==> src/rtl/gpio_chg_pkg.sv <==
package gpio_chg_pkg;
  localparam int unsigned ADDR_W = 3;
  typedef enum logic [ADDR_W-1:0] {
    REG_DATA   = 3'd0,
    REG_LAT    = 3'd1,
    REG_DIR    = 3'd2,
    REG_PULL   = 3'd3,
    REG_ANA    = 3'd4,
    REG_CHG_EN = 3'd5,
    REG_CTRL   = 3'd6,
    REG_NONE   = 3'd7
  } reg_addr_e;
  localparam int unsigned CTRL_FLAG   = 0;
  localparam int unsigned CTRL_WAKE   = 1;
  localparam int unsigned CTRL_PU_OFF = 2;
endpackage

==> src/rtl/gpio_sync.sv <==
module gpio_sync #(
  parameter int unsigned W = 6
) (
  input  logic         clk_i,
  input  logic         rst_ni,
  input  logic [W-1:0] d_i,
  output logic [W-1:0] q_o
);
  logic [W-1:0] meta_q, sync_q;
  always_ff @(posedge clk_i or negedge rst_ni) begin
    if (!rst_ni) begin
      meta_q <= '0;
      sync_q <= '0;
    end else begin
      meta_q <= d_i;
      sync_q <= meta_q;
    end
  end
  assign q_o = sync_q;
endmodule

==> src/rtl/gpio_regs.sv <==
module gpio_regs
  import gpio_chg_pkg::*;
#(
  parameter int unsigned N       = 6,
  parameter int unsigned IN_ONLY = 3,
  parameter logic [N-1:0] ANA_CAP = 6'b010111
) (
  input  logic              clk_i,
  input  logic              rst_ni,
  input  logic              warm_rst_i,
  input  logic              wr_i,
  input  logic              rd_i,
  input  logic [ADDR_W-1:0] addr_i,
  input  logic [N-1:0]      wdata_i,
  output logic [N-1:0]      rdata_o,
  input  logic [N-1:0]      pins_sync_i,
  input  logic [N-1:0]      avail_i,
  input  logic [N-1:0]      drv_ok_i,
  input  logic              flag_i,
  output logic [N-1:0]      lat_o,
  output logic [N-1:0]      dir_o,
  output logic [N-1:0]      pull_o,
  output logic [N-1:0]      ana_o,
  output logic [N-1:0]      chg_en_o,
  output logic              wake_en_o,
  output logic              pu_off_o,
  output logic              flag_clr_o,
  output logic              port_acc_o
);
  localparam logic [N-1:0] HAS_DIR = ~(N'(1) << IN_ONLY);

  reg_addr_e    reg_sel;
  logic [N-1:0] lat_q, dir_q, pull_q, ana_q, chg_en_q;
  logic         wake_en_q, pu_off_q;

  assign reg_sel = reg_addr_e'(addr_i);

  // warm reset spares the analog select and change enables
  always_ff @(posedge clk_i or negedge rst_ni) begin
    if (!rst_ni) begin
      lat_q     <= '0;
      dir_q     <= '1;
      pull_q    <= '0;
      ana_q     <= ANA_CAP;
      chg_en_q  <= '0;
      wake_en_q <= 1'b0;
      pu_off_q  <= 1'b0;
    end else if (warm_rst_i) begin
      lat_q     <= '0;
      dir_q     <= '1;
      pull_q    <= '0;
      wake_en_q <= 1'b0;
      pu_off_q  <= 1'b0;
    end else if (wr_i) begin
      case (reg_sel)
        REG_DATA, REG_LAT: lat_q <= wdata_i & HAS_DIR;
        REG_DIR:    dir_q    <= wdata_i | ~HAS_DIR;
        REG_PULL:   pull_q   <= wdata_i;
        REG_ANA:    ana_q    <= wdata_i & ANA_CAP;
        REG_CHG_EN: chg_en_q <= wdata_i;
        REG_CTRL: begin
          wake_en_q <= wdata_i[CTRL_WAKE];
          pu_off_q  <= wdata_i[CTRL_PU_OFF];
        end
        default: ;
      endcase
    end
  end

  always_comb begin
    rdata_o = '0;
    case (reg_sel)
      REG_DATA:   rdata_o = pins_sync_i & avail_i & ~ana_q;
      REG_LAT:    rdata_o = lat_q & drv_ok_i;
      REG_DIR:    rdata_o = dir_q & drv_ok_i;
      REG_PULL:   rdata_o = pull_q;
      REG_ANA:    rdata_o = ana_q;
      REG_CHG_EN: rdata_o = chg_en_q;
      REG_CTRL: begin
        rdata_o[CTRL_FLAG]   = flag_i;
        rdata_o[CTRL_WAKE]   = wake_en_q;
        rdata_o[CTRL_PU_OFF] = pu_off_q;
      end
      default: ;
    endcase
  end

  assign lat_o      = lat_q;
  assign dir_o      = dir_q;
  assign pull_o     = pull_q;
  assign ana_o      = ana_q;
  assign chg_en_o   = chg_en_q;
  assign wake_en_o  = wake_en_q;
  assign pu_off_o   = pu_off_q;
  assign flag_clr_o = wr_i && reg_sel == REG_CTRL && !wdata_i[CTRL_FLAG];
  assign port_acc_o = (wr_i || rd_i) && reg_sel == REG_DATA;

  p_in_only_dir_r9: assert property (@(posedge clk_i) disable iff (!rst_ni)
    (reg_sel == REG_DIR || reg_sel == REG_LAT) |-> !rdata_o[IN_ONLY]);
  p_ana_reads_zero_r3: assert property (@(posedge clk_i) disable iff (!rst_ni)
    (reg_sel == REG_DATA) |-> ((rdata_o & ana_q) == '0));
  p_warm_keeps_chg_r11: assert property (@(posedge clk_i) disable iff (!rst_ni)
    warm_rst_i |=> $stable(chg_en_q) && $stable(ana_q));
endmodule

==> src/rtl/gpio_ioc.sv <==
module gpio_ioc #(
  parameter int unsigned N = 6
) (
  input  logic         clk_i,
  input  logic         rst_ni,
  input  logic         warm_rst_i,
  input  logic [N-1:0] pins_sync_i,
  input  logic [N-1:0] mask_i,
  input  logic         access_i,
  input  logic         clr_i,
  output logic         flag_o
);
  logic [N-1:0] snap_q;
  logic         flag_q, mism;

  assign mism = |((pins_sync_i ^ snap_q) & mask_i);

  // snapshot only cleared by power-on reset
  always_ff @(posedge clk_i or negedge rst_ni) begin
    if (!rst_ni)       snap_q <= '0;
    else if (access_i) snap_q <= pins_sync_i;
  end

  // an access hides a mismatch that appears in the same cycle
  always_ff @(posedge clk_i or negedge rst_ni) begin
    if (!rst_ni)                flag_q <= 1'b0;
    else if (warm_rst_i)        flag_q <= 1'b0;
    else if (mism && !access_i) flag_q <= 1'b1;
    else if (clr_i)             flag_q <= 1'b0;
  end

  assign flag_o = flag_q;

  p_flag_persists_r5: assert property (@(posedge clk_i) disable iff (!rst_ni)
    (mism && !access_i && !warm_rst_i) |=> flag_q);
  p_access_resyncs_r6: assert property (@(posedge clk_i) disable iff (!rst_ni)
    access_i |=> (!mism || pins_sync_i != $past(pins_sync_i) || mask_i != $past(mask_i)));
  p_clear_works_r12: assert property (@(posedge clk_i) disable iff (!rst_ni)
    (flag_q && clr_i && !warm_rst_i && (!mism || access_i)) |=> !flag_q);
  p_warm_keeps_snap_r11: assert property (@(posedge clk_i) disable iff (!rst_ni)
    (warm_rst_i && !access_i) |=> $stable(snap_q));
endmodule

==> src/rtl/gpio_chg_port.sv <==
module gpio_chg_port
  import gpio_chg_pkg::*;
#(
  parameter int unsigned N       = 6,
  parameter int unsigned IN_ONLY = 3,
  parameter int unsigned OSC_A   = 4,
  parameter int unsigned OSC_B   = 5,
  parameter logic [N-1:0] ANA_CAP = 6'b010111
) (
  input  logic              clk_i,
  input  logic              rst_ni,
  input  logic              warm_rst_i,
  input  logic [N-1:0]      pad_in_i,
  input  logic              mclr_strap_i,
  input  logic              osc_strap_i,
  input  logic              bus_wr_i,
  input  logic              bus_rd_i,
  input  logic [ADDR_W-1:0] bus_addr_i,
  input  logic [N-1:0]      bus_wdata_i,
  output logic [N-1:0]      bus_rdata_o,
  output logic [N-1:0]      pad_out_o,
  output logic [N-1:0]      pad_oe_o,
  output logic [N-1:0]      pad_pu_o,
  output logic              irq_o,
  output logic              wake_o
);
  localparam logic [N-1:0] IN_ONLY_M = N'(1) << IN_ONLY;
  localparam logic [N-1:0] OSC_M     = (N'(1) << OSC_A) | (N'(1) << OSC_B);

  logic [N-1:0] pins_sync, claim, avail, drv_ok;
  logic [N-1:0] lat, dir, pull, ana, chg_en;
  logic         wake_en, pu_off, flag_clr, port_acc, flag;

  assign claim  = osc_strap_i ? OSC_M : '0;
  assign avail  = ~claim & ~(mclr_strap_i ? IN_ONLY_M : '0);
  assign drv_ok = ~claim & ~IN_ONLY_M;

  gpio_sync #(.W(N)) u_sync (
    .clk_i  (clk_i),
    .rst_ni (rst_ni),
    .d_i    (pad_in_i),
    .q_o    (pins_sync)
  );

  gpio_regs #(.N(N), .IN_ONLY(IN_ONLY), .ANA_CAP(ANA_CAP)) u_regs (
    .clk_i       (clk_i),
    .rst_ni      (rst_ni),
    .warm_rst_i  (warm_rst_i),
    .wr_i        (bus_wr_i),
    .rd_i        (bus_rd_i),
    .addr_i      (bus_addr_i),
    .wdata_i     (bus_wdata_i),
    .rdata_o     (bus_rdata_o),
    .pins_sync_i (pins_sync),
    .avail_i     (avail),
    .drv_ok_i    (drv_ok),
    .flag_i      (flag),
    .lat_o       (lat),
    .dir_o       (dir),
    .pull_o      (pull),
    .ana_o       (ana),
    .chg_en_o    (chg_en),
    .wake_en_o   (wake_en),
    .pu_off_o    (pu_off),
    .flag_clr_o  (flag_clr),
    .port_acc_o  (port_acc)
  );

  gpio_ioc #(.N(N)) u_ioc (
    .clk_i       (clk_i),
    .rst_ni      (rst_ni),
    .warm_rst_i  (warm_rst_i),
    .pins_sync_i (pins_sync),
    .mask_i      (chg_en & ~ana & avail),
    .access_i    (port_acc),
    .clr_i       (flag_clr),
    .flag_o      (flag)
  );

  for (genvar i = 0; i < N; i++) begin : g_pad
    assign pad_oe_o[i]  = drv_ok[i] & ~dir[i];
    assign pad_out_o[i] = drv_ok[i] & lat[i];
    assign pad_pu_o[i]  = avail[i] & pull[i] & ~pu_off & (dir[i] | ~drv_ok[i]);
  end

  assign irq_o  = flag;
  assign wake_o = flag & wake_en;

  p_pu_not_on_output_r8: assert property (@(posedge clk_i) disable iff (!rst_ni)
    (pad_oe_o & pad_pu_o) == '0);
  p_wake_needs_flag_r7: assert property (@(posedge clk_i) disable iff (!rst_ni)
    !irq_o |-> !wake_o);
  p_osc_pins_quiet_r10: assert property (@(posedge clk_i) disable iff (!rst_ni)
    osc_strap_i |-> ((pad_oe_o | pad_pu_o) & OSC_M) == '0);
  p_in_only_no_drive_r9: assert property (@(posedge clk_i) disable iff (!rst_ni)
    !pad_oe_o[IN_ONLY]);
endmodule

==> config.mk <==
export PLATFORM = sky130hd
export DESIGN_NAME = gpio_chg_port
export DESIGN_NICKNAME = d
export VERILOG_FILES = /design/src/rtl/gpio_chg_pkg.sv /design/src/rtl/gpio_sync.sv /design/src/rtl/gpio_regs.sv /design/src/rtl/gpio_ioc.sv /design/src/rtl/gpio_chg_port.sv
export SDC_FILE = /design/constraint.sdc
export NUM_CORES = 1
export LEC_CHECK = 0
export BUFFER_PORTS_ARGS = -buffer_cell sky130_fd_sc_hd__buf_4
export CORE_AREA = 10 10 84 86
export CTS_CLUSTER_DIAMETER = 120
export CTS_CLUSTER_SIZE = 40
export DETAILED_ROUTE_END_ITERATION = 6
export DIE_AREA = 0 0 94 96
export PLACE_DENSITY_LB_ADDON = 0.05
export SLEW_MARGIN = 20
export SYNTH_ARGS = -nofsm -noshare
export SYNTH_HDL_FRONTEND = slang
export SYNTH_SLANG_ARGS = --single-unit
==> constraint.sdc <==
create_clock -name clk_i -period 2.6 [get_ports clk_i]
set_input_delay 0.52 -clock clk_i [delete_from_list [all_inputs] [get_ports clk_i]]
set_output_delay 0.52 -clock clk_i [all_outputs]
set_load 0.02 [all_outputs]
---- Yosys cells after proc, flatten, opt, wreduce, memory -nomap -nowiden ----
Cells that the tools add are included.
storage, ports and cells
  flip-flop bits (word level) ............. 49
  latch bits .............................. 0
  RAM bits ................................ 0
  ROM bits ................................ 0
  bits of input ports ..................... 22
  output and inout bits ................... 26
  logic and storage cells ................. 118
  memories kept ........................... 0
operators by class
  $add $sub $neg .......................... 0
  multiply operators ...................... 0
  divide/modulo/power cells ............... 0
  $lt $le $gt $ge ......................... 0
  equality and inequality tests ........... 6
  shift-type cells ........................ 0
  multiplexer cells ....................... 22
  bitwise logic cells ..................... 57
  reductions and logical operators ........ 22
operators with widths
  operator              count
  $mux W6               10
  $and A6 B6 Y6         8
  $and A1 B1 Y1         28
  $pmux W3 S7           1
  $pmux W3 S6           1
  $not A1 Y1            12
  $reduce_bool A2 Y1    5
  $eq A3 B3 Y1 const B  3
  $mux W1               9
  $reduce_and A2 Y1     4
  $eq A3 B2 Y1 const B  2
  $not A4 Y6            1
  $not A5 Y6            1
  $not A6 Y6            1
  $reduce_and A3 Y1     2
  $reduce_or A6 Y1      1
  $xor A6 B6 Y6         1
  $or A1 B1 Y1          5
  $logic_and A1 B1 Y1   4
  $mux W4               1
  $eq A3 B1 Y1 const B  1
  $logic_not A3 Y1      1
  $reduce_bool A3 Y1    1
  $logic_not A1 Y1      2
  2 further kinds       2

---- Longest topological paths before layout ----
Gate-level depths: netlist of run 1.
  word-level depth ........................ 9
  mapped depth ............................ 6
  depth with buffers taken out ............ 4

---- Cells and area by module ----
From an unflattened synthesis of run 1, not the netlist that was laid out.
unflattened totals
  cells, all modules ...................... 228
  area total of the unflattened synthesis .. 2472.4 um^2
by module, submodules not included
  module         instances  cells each  area each (um^2)  seq. area each (um^2)
  gpio_regs      1          162         1647.8            711.9
  gpio_ioc       1          27          346.6             175.2
  gpio_sync      1          12          300.3             300.3
  gpio_chg_port  1          27          177.7             0.0

---- Worst setup path after synthesis of run 1 ----
No wires, ideal clock.
  path type ............................... input-to-output
  from .................................... input bus_addr_i[1]
  to ...................................... output bus_rdata_o[5]
  arrival ................................. 1.572 ns
  required time ........................... 2.080 ns
  path slack .............................. 0.508 ns
  cell stages on the path ................. 4
  path buffers ............................ 1
  cell sequence ........................... buf_4 -> nor2b_1 -> a21oi_1 -> o31ai_1
on the way
  word-level cells in the longest chain between the ends .. 2
  elaborated cells between the ends (all ways) .. 7
  those cells by class .................... 5 x eq/ne; 1 x mux; 1 x reduce/logical
ends and longest elaborated chain
  item                                  line                 text
  start: declaration                    gpio_chg_port.sv:18  input logic [ADDR_W-1:0] bus_addr_i,
  $eq A3 B3 Y1 (tied with other cells)  gpio_regs.sv:72      case (reg_sel)
  $pmux W3 S6 (*)                       gpio_regs.sv:72
  end: declaration                      gpio_chg_port.sv:20  output logic [N-1:0] bus_rdata_o,
Every way passes the cells marked *; elsewhere a longest branch is shown, timed or not.

---- Final worst setup path of run 1 ----
  from .................................... register u_regs.ana_q[1], in the netlist u_regs.ana_o[1]
  to ...................................... output bus_rdata_o[1]
on the way
  word-level cells in the longest chain between the ends .. 3
ends and longest elaborated chain
  item                      line             text
  start: declaration        gpio_regs.sv:33  logic [N-1:0] lat_q, dir_q, pull_q, ana_q, chg_en_q;
  start signal: assignment  gpio_regs.sv:59  REG_ANA: ana_q <= wdata_i & ANA_CAP;
  $not A5 Y6                gpio_regs.sv:73  REG_DATA: rdata_o = pins_sync_i & avail_i & ~ana_q;
  $and A6 B6 Y6             gpio_regs.sv:73
  $pmux W3 S7 (*)           gpio_regs.sv:72
Marked as above.

==> flow_metrics.py, run 1 <==
metrics = {
    "place": {
        "numPlacedInstances": 314,
        "post-dp-hpwl_um": 4090,
        "port_buffers": 45,
        "place_congestion": 0.832,
    },
    "routing": {
        "number_of_nets_still_failing_antenna_checks_after_routing": 0,
        "route.detailed.vias_per_inst": 5.10,
        "routed-via-count": 1642,
        "number_of_search_and_repair_iterations_in_the_first_detailed_routing_pass": 4,
        "route.detailed.drc": 0,
        "drt-wirelength-per-cell_um": 17.3,
        "drt-initial-drc-count": 74,
        "route.final.wire_length_um": 5580,
    },
    "synth": {
        "synth_xor_area_frac": 0.0223,
        "synth_sequential_area_ratio": 0.505,
        "yosys.cell_types.count": 43,
        "synth_seq_cells": 47,
        "synth-edff-count": 0,
        "synth_compound_gate_area_share": 0.0622,
        "commonest_register_cell_after_synthesis": "sky130_fd_sc_hd__dfrtp_1",
        "synth.avg_cell_area_um2": 11.2,
        "synth_area_um2": 2350,
        "synth_simple_gate_area_share": 0.189,
        "yosys-mux-area-fraction": 0.171,
        "synth_fa_ha_area_frac": 0,
        "synth_top_family_by_area": "simple AND/OR/NAND/NOR gates",
        "synth.yosys.warnings": 0,
        "syn_inst": 210,
        "async_flop_share": 1.00,
    },
    "clock_tree": {
        "cts_hold_buf": 0,
        "h_tree_level_count": 2,
        "clock_sink_count": 47,
        "clock_transition_at_the_register_clock_pins_on_the_worst_setup_and_hold_paths_after_cts_ns": 0.09,
        "cts.root.buffer_cell": "sky130_fd_sc_hd__clkbuf_8",
        "cts_resized": 0,
        "clock_latency_reported_for_the_late_side_of_the_worst_skew_pair_ns": 0.30,
        "clock_tree.buffer_depth": 2,
        "cts-buffers-inserted": 5,
        "tritoncts_clock_tree": "yes",
        "post-cts-setup-buffer-count": 0,
    },
    "finish": {
        "seqCellArea_um2": 1190,
        "antenna_cells": 0,
        "layout.cells.most_common_list": "sky130_fd_sc_hd__buf_4, sky130_fd_sc_hd__dfrtp_1, sky130_fd_sc_hd__nor2_1",
        "multiInputGateArea_um2": 1050,
        "area.growth.synth_to_final_pct": 19.0,
        "leading_cell_type_in_the_layout_fill_and_taps_excluded": "sky130_fd_sc_hd__buf_4",
        "instances_no_fill": 322,
        "fillers": 509,
        "num-nets-final": 271,
        "post_route_cells_drive_above_1_share": 0.328,
    },
    "worst_setup_path": {
        "arrival_ns": 1.72,
        "critical_path_class": "flop to output port",
        "end_kind": "output port",
        "critPathRequiredTime_ns": 2.08,
        "regToRegStartpoint": "u_sync.q_o[3]$_DFF_PN0_",
        "path_max_fanout": 4,
        "setup.worst_path.start_class": "flop",
        "startpoint": "u_regs.ana_o[1]$_DFFE_PN1P_",
    },
    "timing": {
        "grt_setup_unrepaired": "no",
        "maxSlewViolCount": 0,
        "finalCriticalPeriod_ns": 2.24,
        "setup-tns-final_ns": 0,
        "fin_skew_ns": 0.00347,
        "post-route-period-util": 0.863,
        "max_slew_margin": 0.597,
        "final-setup-viol-count": 0,
        "finalHoldViolCount": 0,
        "fmax_mhz": 445,
        "worst_pin_slew_ns": 0.604,
    },
    "status": {
        "outcome": "finished clean",
    },
    "grt": {
        "globalRouteTotalUtil": 0.128,
        "maximum_number_of_pins_on_one_net_before_global_route_repair": 48,
        "grt_antenna_before_repair": 0,
        "first_pass_grt_wire_length_um": 9050,
        "grt_remaining_overflow": 0,
        "first_global_vias": 1682,
    },
    "flow_run": {
        "max-cap-violations": 0,
    },
    "floorplan": {
        "floorplan.initialDensity": 0.435,
        "die_w_um": 94,
        "io_pins": 48,
        "design.core.area_um2": 5410,
        "std_cell_rows": 27,
        "design.die.area_um2": 9020,
        "die_h_um": 96,
    },
    "power": {
        "p_leak_uw": 0.00134,
        "vdd.ir_drop.worst_mv": 0.363,
        "totalPowerFinal_uw": 1750,
        "power-per-cell-area_nw_per_um2": 623,
    },
    "worst_hold_path": {
        "holdCritPathClass": "input port to asynchronous set/reset pin",
    },
}
layer usage:
metal,track usage,share of wire,vias up
met5,0,0,-
met4,0.0316,0.013,0
met3,0.0342,0.048,7
met2,0.198,0.45,37
met1,0.174,0.49,801
li1,-,-,797
synthesized netlist by cell type (2+ instances only):
cell	count	share of area
sky130_fd_sc_hd__nor3b_1	5	0.016
sky130_fd_sc_hd__nor2_1	31	0.049
sky130_fd_sc_hd__mux4_1	2	0.022
sky130_fd_sc_hd__dfrtp_1	38	0.40
sky130_fd_sc_hd__and3_1	2	0.0053
sky130_fd_sc_hd__mux2_2	15	0.072
sky130_fd_sc_hd__buf_6	2	0.0096
sky130_fd_sc_hd__o31ai_1	2	0.0064
sky130_fd_sc_hd__buf_2	3	0.0064
sky130_fd_sc_hd__nand2_1	15	0.024
sky130_fd_sc_hd__buf_4	7	0.022
sky130_fd_sc_hd__mux2i_1	18	0.077
sky130_fd_sc_hd__nand3b_1	5	0.016
sky130_fd_sc_hd__xnor2_1	5	0.019
sky130_fd_sc_hd__clkbuf_1	3	0.0048
sky130_fd_sc_hd__a31oi_1	2	0.0053
sky130_fd_sc_hd__inv_1	4	0.0064
sky130_fd_sc_hd__nand3_1	6	0.013
sky130_fd_sc_hd__a21oi_1	8	0.017
sky130_fd_sc_hd__dfstp_2	9	0.10
sky130_fd_sc_hd__nor2b_1	6	0.016
flip-flops by register name, summed over array words and instances (netlist names):
name,cells
u_regs.chg_en_o,6
u_regs.pu_off_o,1
u_ioc.snap_q,6
u_regs.ana_o,4
u_regs.dir_o,5
u_ioc.flag_o,1
u_regs.wake_en_o,1
u_regs.lat_o,5
u_regs.pull_o,6
u_sync.meta_q,6
u_sync.q_o,6
final cells by class:
type | instances | share of cell area
flip-flops and latches | 47 | 0.424
multi-input cells | 145 | 0.376
repair buffers | 46 | 0.123
well taps | 72 | 0.0322
clock buffers | 6 | 0.0259
clock inverters | 2 | 0.0134
inverters | 4 | 0.00536
power by group:
group / internal [uW] / total, uW / switching, uW
combinational: 166 / 329 / 163
clock: 287 / 536 / 249
sequential: 822 / 881 / 59.2
total: 1270 / 1750 / 471
path summary, 6_finish.rpt:
path                                                 to  slack, ns  cells after the start
min reg2reg                     u_sync.q_o[2]$_DFF_PN0_       0.35                      0
max                                      bus_rdata_o[1]       0.36                      5
max reg2reg                    u_ioc.flag_o$_DFFE_PN0P_       1.34                      4
max in group asynchronous  u_regs.pull_o[5]$_DFFE_PN0P_       1.97                      1
min in group clk_i           u_sync.meta_q[1]$_DFF_PN0_       0.32                      1
min                        u_regs.pull_o[0]$_DFFE_PN0P_       0.22                      1
worst max-delay path, cell delays in order, from the launching register on:
cell,delay [ns]
sky130_fd_sc_hd__dfstp_2,0.56
sky130_fd_sc_hd__nor2b_1,0.06
sky130_fd_sc_hd__mux4_1,0.49
sky130_fd_sc_hd__nor2_1,0.10
sky130_fd_sc_hd__a21oi_1,0.05
sky130_fd_sc_hd__buf_4,0.17
per-stage QoR:
stage               area (um2)  setup slack, ns  utilization  hold WS (ns)
finish                    2800            0.355        0.518         0.220
global route              2800            0.275        0.518         0.251
CTS                       2800            0.343        0.518         0.239
detailed placement        2690            0.382        0.498         0.335
global placement          2690            0.385        0.498         0.332
floorplan                 2360            0.508            -         0.224
cell families after synthesis:
kind of cell              after synthesis
AOI/OAI and AO/OA                      22
xor gates and xnor gates                6
buffers and inverters                  19
DFF                                    47
muxes                                  35
other                                   1
and+or+nand+nor                        80
No activity file was read; power rests on OpenSTA's default activity.
==> inputs of run 2 (changes only) <==
--- a/config.mk
+++ b/config.mk
@@ -6,11 +6,11 @@
 export NUM_CORES = 1
 export LEC_CHECK = 0
 export BUFFER_PORTS_ARGS = -buffer_cell sky130_fd_sc_hd__buf_4
-export CORE_AREA = 10 10 84 86
+export CORE_AREA = 2 2 69 71
 export CTS_CLUSTER_DIAMETER = 120
 export CTS_CLUSTER_SIZE = 40
 export DETAILED_ROUTE_END_ITERATION = 6
-export DIE_AREA = 0 0 94 96
+export DIE_AREA = 0 0 71 73
 export PLACE_DENSITY_LB_ADDON = 0.05
 export SLEW_MARGIN = 20
 export SYNTH_ARGS = -nofsm -noshare
==> flow_metrics.py, run 2 (synthesis gave the netlist of run 1 again) <==
metrics = {
    "finish": {
        "num-nets-final": 271,
        "finalCoreUtilization": 0.615,
        "area.growth.synth_to_final_pct": 18.6,
        "layout.cells.most_common_list": "sky130_fd_sc_hd__buf_4, sky130_fd_sc_hd__dfrtp_1, sky130_fd_sc_hd__nor2_1",
        "leading_cell_type_in_the_layout_fill_and_taps_excluded": "sky130_fd_sc_hd__buf_4",
        "post_route_cells_drive_above_1_share": 0.332,
        "antenna_cells": 0,
        "fillers": 400,
    },
    "floorplan": {
        "std_cell_rows": 25,
        "die_w_um": 71,
        "io_pins": 48,
        "die_h_um": 73,
        "floorplan.initialDensity": 0.519,
        "design.die.area_um2": 5180,
        "design.core.area_um2": 4540,
    },
    "power": {
        "power-per-cell-area_nw_per_um2": 642,
        "vdd.ir_drop.worst_mv": 0.428,
        "p_leak_uw": 0.00135,
        "totalPowerFinal_uw": 1790,
    },
    "timing": {
        "fmax_mhz": 446,
        "finalHoldViolCount": 0,
        "final-setup-viol-count": 0,
        "post-route-period-util": 0.862,
        "maxSlewViolCount": 0,
        "worst_pin_slew_ns": 0.592,
        "fin_skew_ns": 0.00686,
        "grt_setup_unrepaired": "no",
        "setup-tns-final_ns": 0,
        "max_slew_margin": 0.605,
        "finalCriticalPeriod_ns": 2.24,
    },
    "routing": {
        "drt-wirelength-per-cell_um": 16.5,
        "routed-via-count": 1621,
        "route.detailed.drc": 0,
        "number_of_nets_still_failing_antenna_checks_after_routing": 0,
        "route.detailed.vias_per_inst": 5.33,
        "number_of_search_and_repair_iterations_in_the_first_detailed_routing_pass": 4,
        "route.final.wire_length_um": 5020,
        "drt-initial-drc-count": 129,
    },
    "clock_tree": {
        "clock_transition_at_the_register_clock_pins_on_the_worst_setup_and_hold_paths_after_cts_ns": 0.09,
        "clock_sink_count": 47,
        "cts-buffers-inserted": 5,
        "cts_hold_buf": 0,
        "clock_tree.buffer_depth": 2,
        "cts.root.buffer_cell": "sky130_fd_sc_hd__clkbuf_8",
        "tritoncts_clock_tree": "yes",
        "post-cts-setup-buffer-count": 0,
        "clock_latency_reported_for_the_late_side_of_the_worst_skew_pair_ns": 0.30,
        "cts_resized": 0,
        "h_tree_level_count": 2,
    },
    "worst_setup_path": {
        "path_max_fanout": 4,
        "arrival_ns": 1.72,
        "setup.worst_path.start_class": "flop",
        "critical_path_class": "flop to output port",
        "end_kind": "output port",
        "cell_count_of_the_worst_reg_to_reg_path": 3,
        "critPathRequiredTime_ns": 2.08,
    },
    "place": {
        "place_congestion": 0.861,
        "post-dp-hpwl_um": 3610,
        "port_buffers": 45,
    },
    "worst_hold_path": {
        "holdCritPathClass": "input port to asynchronous set/reset pin",
    },
    "status": {
        "outcome": "finished clean",
    },
    "grt": {
        "first_pass_grt_wire_length_um": 8300,
        "first_global_vias": 1628,
        "maximum_number_of_pins_on_one_net_before_global_route_repair": 48,
        "grt_antenna_before_repair": 0,
        "globalRouteTotalUtil": 0.210,
        "grt_remaining_overflow": 0,
    },
    "flow_run": {
        "max-cap-violations": 0,
    },
}
[run 2: cell count changes in the layout (fill, tap and decap cells not counted)]
| cell | change |
|---|---|
| sky130_fd_sc_hd__clkbuf_1 | -1 |
| sky130_fd_sc_hd__clkinvlp_4 | -1 |
| sky130_fd_sc_hd__inv_6 | +1 |
| sky130_fd_sc_hd__clkbuf_8 | +1 |
[run 2: metrics by stage]
stage                     cell area [um2]  worst slack [ns]  hold slack (ns)  cells
after floorplan                      2360             0.508            0.224    211
after global placement               2670             0.404            0.332    296
after detailed placement             2670             0.378            0.335    296
after CTS                            2790             0.347            0.226    304
after global routing                 2790             0.257            0.259    304
final                                2790             0.358            0.205    304
[run 2: layout make-up]
type	count	area [um2]	share of cell area
clock buffers	6	82.6	0.0296
well taps	54	67.6	0.0242
clock inverters	2	38.8	0.0139
inverters	4	15.0	0.00538
repair buffers	46	345	0.124
multi-input cells	145	1050	0.378
flip-flops and latches	47	1190	0.426
[run 2: critical path, stage by stage, from the launching register on]
cell	delay [ns]
sky130_fd_sc_hd__dfstp_2	0.57
sky130_fd_sc_hd__nor2b_1	0.06
sky130_fd_sc_hd__mux4_1	0.48
sky130_fd_sc_hd__nor2_1	0.10
sky130_fd_sc_hd__a21oi_1	0.05
sky130_fd_sc_hd__buf_4	0.17
[run 2: layer usage]
metal | GRT usage | wire length [um]
met5 | 0 | 0
met4 | 0.0629 | 38
met3 | 0.0442 | 220
met2 | 0.332 | 2360
met1 | 0.296 | 2400
[run 2: worst paths after layout]
check	start	end	slack (ns)
setup / recovery	u_regs.ana_o[1]$_DFFE_PN1P_	bus_rdata_o[1]	0.36
hold / removal	rst_ni	u_regs.pull_o[1]$_DFFE_PN0P_	0.20
setup reg to reg	u_sync.q_o[5]$_DFF_PN0_	u_ioc.flag_o$_DFFE_PN0P_	1.38
hold reg to reg	u_sync.meta_q[4]$_DFF_PN0_	u_sync.q_o[4]$_DFF_PN0_	0.35
max in group asynchronous	rst_ni	u_sync.q_o[3]$_DFF_PN0_	1.97
min in group clk_i	pad_in_i[3]	u_sync.meta_q[3]$_DFF_PN0_	0.32
[run 2: power breakdown]
group / switching (uW) / internal (uW)
sequential: 59.7 / 822
clock: 266 / 317
combinational: 161 / 166
total: 487 / 1300
==> inputs of run 3 (changes only) <==
--- a/config.mk
+++ b/config.mk
@@ -6,12 +6,13 @@
 export NUM_CORES = 1
 export LEC_CHECK = 0
 export BUFFER_PORTS_ARGS = -buffer_cell sky130_fd_sc_hd__buf_4
-export CORE_AREA = 2 2 69 71
+export CORE_AREA = 2 2 70 72
 export CTS_CLUSTER_DIAMETER = 120
 export CTS_CLUSTER_SIZE = 40
 export DETAILED_ROUTE_END_ITERATION = 6
-export DIE_AREA = 0 0 71 73
+export DIE_AREA = 0 0 72 74
 export PLACE_DENSITY_LB_ADDON = 0.05
+export REMOVE_ABC_BUFFERS = 1
 export SLEW_MARGIN = 20
 export SYNTH_ARGS = -nofsm -noshare
 export SYNTH_HDL_FRONTEND = slang
==> constraint.sdc (replaced) <==
create_clock -name clk_i -period 2.5 [get_ports clk_i]
set_input_delay 0.5 -clock clk_i [delete_from_list [all_inputs] [get_ports clk_i]]
set_output_delay 0.5 -clock clk_i [all_outputs]
set_load 0.02 [all_outputs]
==> flow_metrics.py, run 3 (synthesis gave the netlist of run 1 again) <==
metrics = {
    "grt": {
        "gr-usage-met2": 0.328,
        "global_route.peak_usage_layer": "met2",
        "grt_antenna_before_repair": 0,
        "first_global_vias": 1585,
        "first_pass_grt_wire_length_um": 8110,
        "met1_resource_use_gr": 0.288,
        "grt_remaining_overflow": 0,
        "grt_util_met3": 0.0366,
        "globalRouteTotalUtil": 0.205,
        "maximum_number_of_pins_on_one_net_before_global_route_repair": 48,
    },
    "floorplan": {
        "design.core.area_um2": 4600,
        "std_cell_rows": 25,
        "io_pins": 48,
        "die_h_um": 74,
        "die_w_um": 72,
        "floorplan.initialDensity": 0.512,
        "design.die.area_um2": 5330,
    },
    "status": {
        "outcome": "finished clean",
    },
    "clock_tree": {
        "clock_transition_at_the_register_clock_pins_on_the_worst_setup_and_hold_paths_after_cts_ns": 0.09,
        "cts_resized": 0,
        "clock_tree.buffer_depth": 2,
        "tritoncts_clock_tree": "yes",
        "cts_hold_buf": 0,
        "clock_latency_reported_for_the_late_side_of_the_worst_skew_pair_ns": 0.30,
        "cts.root.buffer_cell": "sky130_fd_sc_hd__clkbuf_8",
        "h_tree_level_count": 2,
        "clock_sink_count": 47,
        "cts-buffers-inserted": 5,
        "post-cts-setup-buffer-count": 0,
    },
    "routing": {
        "route.detailed.vias_per_inst": 5.37,
        "route.detailed.drc": 0,
        "number_of_search_and_repair_iterations_in_the_first_detailed_routing_pass": 4,
        "number_of_nets_still_failing_antenna_checks_after_routing": 0,
        "routed-via-count": 1638,
        "drt-wirelength-per-cell_um": 16.1,
        "drt-initial-drc-count": 78,
        "route.final.wire_length_um": 4910,
    },
    "worst_setup_path": {
        "path_max_fanout": 4,
        "critical_path_class": "flop to output port",
        "arrival_ns": 1.69,
        "setup.worst_path.start_class": "flop",
        "end_kind": "output port",
        "critPathRequiredTime_ns": 2.00,
        "r2r-end": "u_ioc.flag_o$_DFFE_PN0P_",
        "r2r_setup_slack_ns": 1.28,
        "regToRegStartpoint": "u_sync.q_o[5]$_DFF_PN0_",
        "cell_count_of_the_worst_reg_to_reg_path": 3,
    },
    "timing": {
        "hold-worst-slack_ns": 0.192,
        "final-setup-viol-count": 0,
        "maxSlewViolCount": 0,
        "postLayoutSetupSlackWorst_ns": 0.310,
        "worst_pin_slew_ns": 0.580,
        "max_slew_margin": 0.610,
        "finalHoldViolCount": 0,
        "finalCriticalPeriod_ns": 2.19,
        "setup-tns-final_ns": 0,
        "post-route-period-util": 0.876,
        "fmax_mhz": 457,
        "grt_setup_unrepaired": "no",
        "fin_skew_ns": 0.00556,
    },
    "power": {
        "p_leak_uw": 0.00134,
        "vdd.ir_drop.worst_mv": 0.451,
        "power-per-cell-area_nw_per_um2": 650,
    },
    "place": {
        "placement.setup.worst_slack_ns": 0.376,
        "port_buffers": 45,
        "place_congestion": 0.865,
        "numPlacedInstances": 297,
        "post-dp-hpwl_um": 3530,
    },
    "finish": {
        "post_route_cells_drive_above_1_share": 0.331,
        "area.growth.synth_to_final_pct": 18.4,
        "num-nets-final": 272,
        "antenna_cells": 0,
        "layout.cells.most_common_list": "sky130_fd_sc_hd__buf_4, sky130_fd_sc_hd__dfrtp_1, sky130_fd_sc_hd__nor2_1",
        "instances_no_fill": 305,
        "leading_cell_type_in_the_layout_fill_and_taps_excluded": "sky130_fd_sc_hd__buf_4",
        "fillers": 384,
    },
    "worst_hold_path": {
        "holdCritPathClass": "input port to asynchronous set/reset pin",
    },
    "flow_run": {
        "max-cap-violations": 0,
    },
}
-- run 3: cell types whose count changed in the layout (fill, tap and decap cells not counted) --
cell | before | now
sky130_fd_sc_hd__buf_4 | 46 | 47
sky130_fd_sc_hd__clkinvlp_4 | 0 | 1
sky130_fd_sc_hd__inv_6 | 1 | 0
sky130_fd_sc_hd__clkbuf_1 | 0 | 1
sky130_fd_sc_hd__clkbuf_8 | 6 | 5
-- run 3: worst max-delay path, cell delays in order, from the launching register on --
cell and delay (ns):
sky130_fd_sc_hd__dfstp_2 0.55, sky130_fd_sc_hd__nor2b_1 0.05, sky130_fd_sc_hd__mux4_1 0.48, sky130_fd_sc_hd__nor2_1 0.10, sky130_fd_sc_hd__a21oi_1 0.05, sky130_fd_sc_hd__buf_4 0.16
-- run 3: where the power goes --
| group | internal [uW] | switching [uW] | leakage (uW) |
|---|---|---|---|
| Clock | 298 | 255 | 0.0000514 |
| Combinational | 174 | 168 | 0.000718 |
| Sequential | 854 | 60.1 | 0.000571 |
-- run 3: worst max path at each step --
| stage | start | to | slack [ns] | cells past startpoint |
|---|---|---|---|---|
| final | u_regs.ana_o[1]$_DFFE_PN1P_ | bus_rdata_o[1] | 0.31 | 5 |
| after global routing | u_regs.ana_o[0]$_DFFE_PN1P_ | bus_rdata_o[0] | 0.17 | 5 |
| after CTS | u_regs.ana_o[1]$_DFFE_PN1P_ | bus_rdata_o[1] | 0.29 | 5 |
| after detailed placement | bus_addr_i[1] | bus_rdata_o[5] | 0.38 | 5 |
| after global placement | bus_addr_i[1] | bus_rdata_o[4] | 0.38 | 5 |
| after floorplan | bus_addr_i[1] | bus_rdata_o[5] | 0.61 | 3 |
-- run 3: layer usage --
layer / vias up / wire length (um)
met5: - / 0
met4: 0 / 54
met3: 4 / 278
met2: 48 / 2300
met1: 788 / 2290
li1: 798 / -
-- run 3: area by class of cell --
class,count,area (um2),area share
Timing Repair Buffer,47,353,0.127
Tap cell,54,67.6,0.0242
Inverter,4,15.0,0.00539
Sequential cell,47,1190,0.426
Multi-Input combinational cell,145,1050,0.378
Clock inverter,2,37.5,0.0135
Clock buffer,6,72.6,0.0260
-- run 3: stage by stage --
step	power [uW]	util	instance area [um2]
after detailed placement	1280	0.582	2680
after CTS	1830	0.606	2790
after floorplan	1120	-	2260
final	1810	0.606	2790
after global routing	1910	0.606	2790
after global placement	1270	0.582	2680
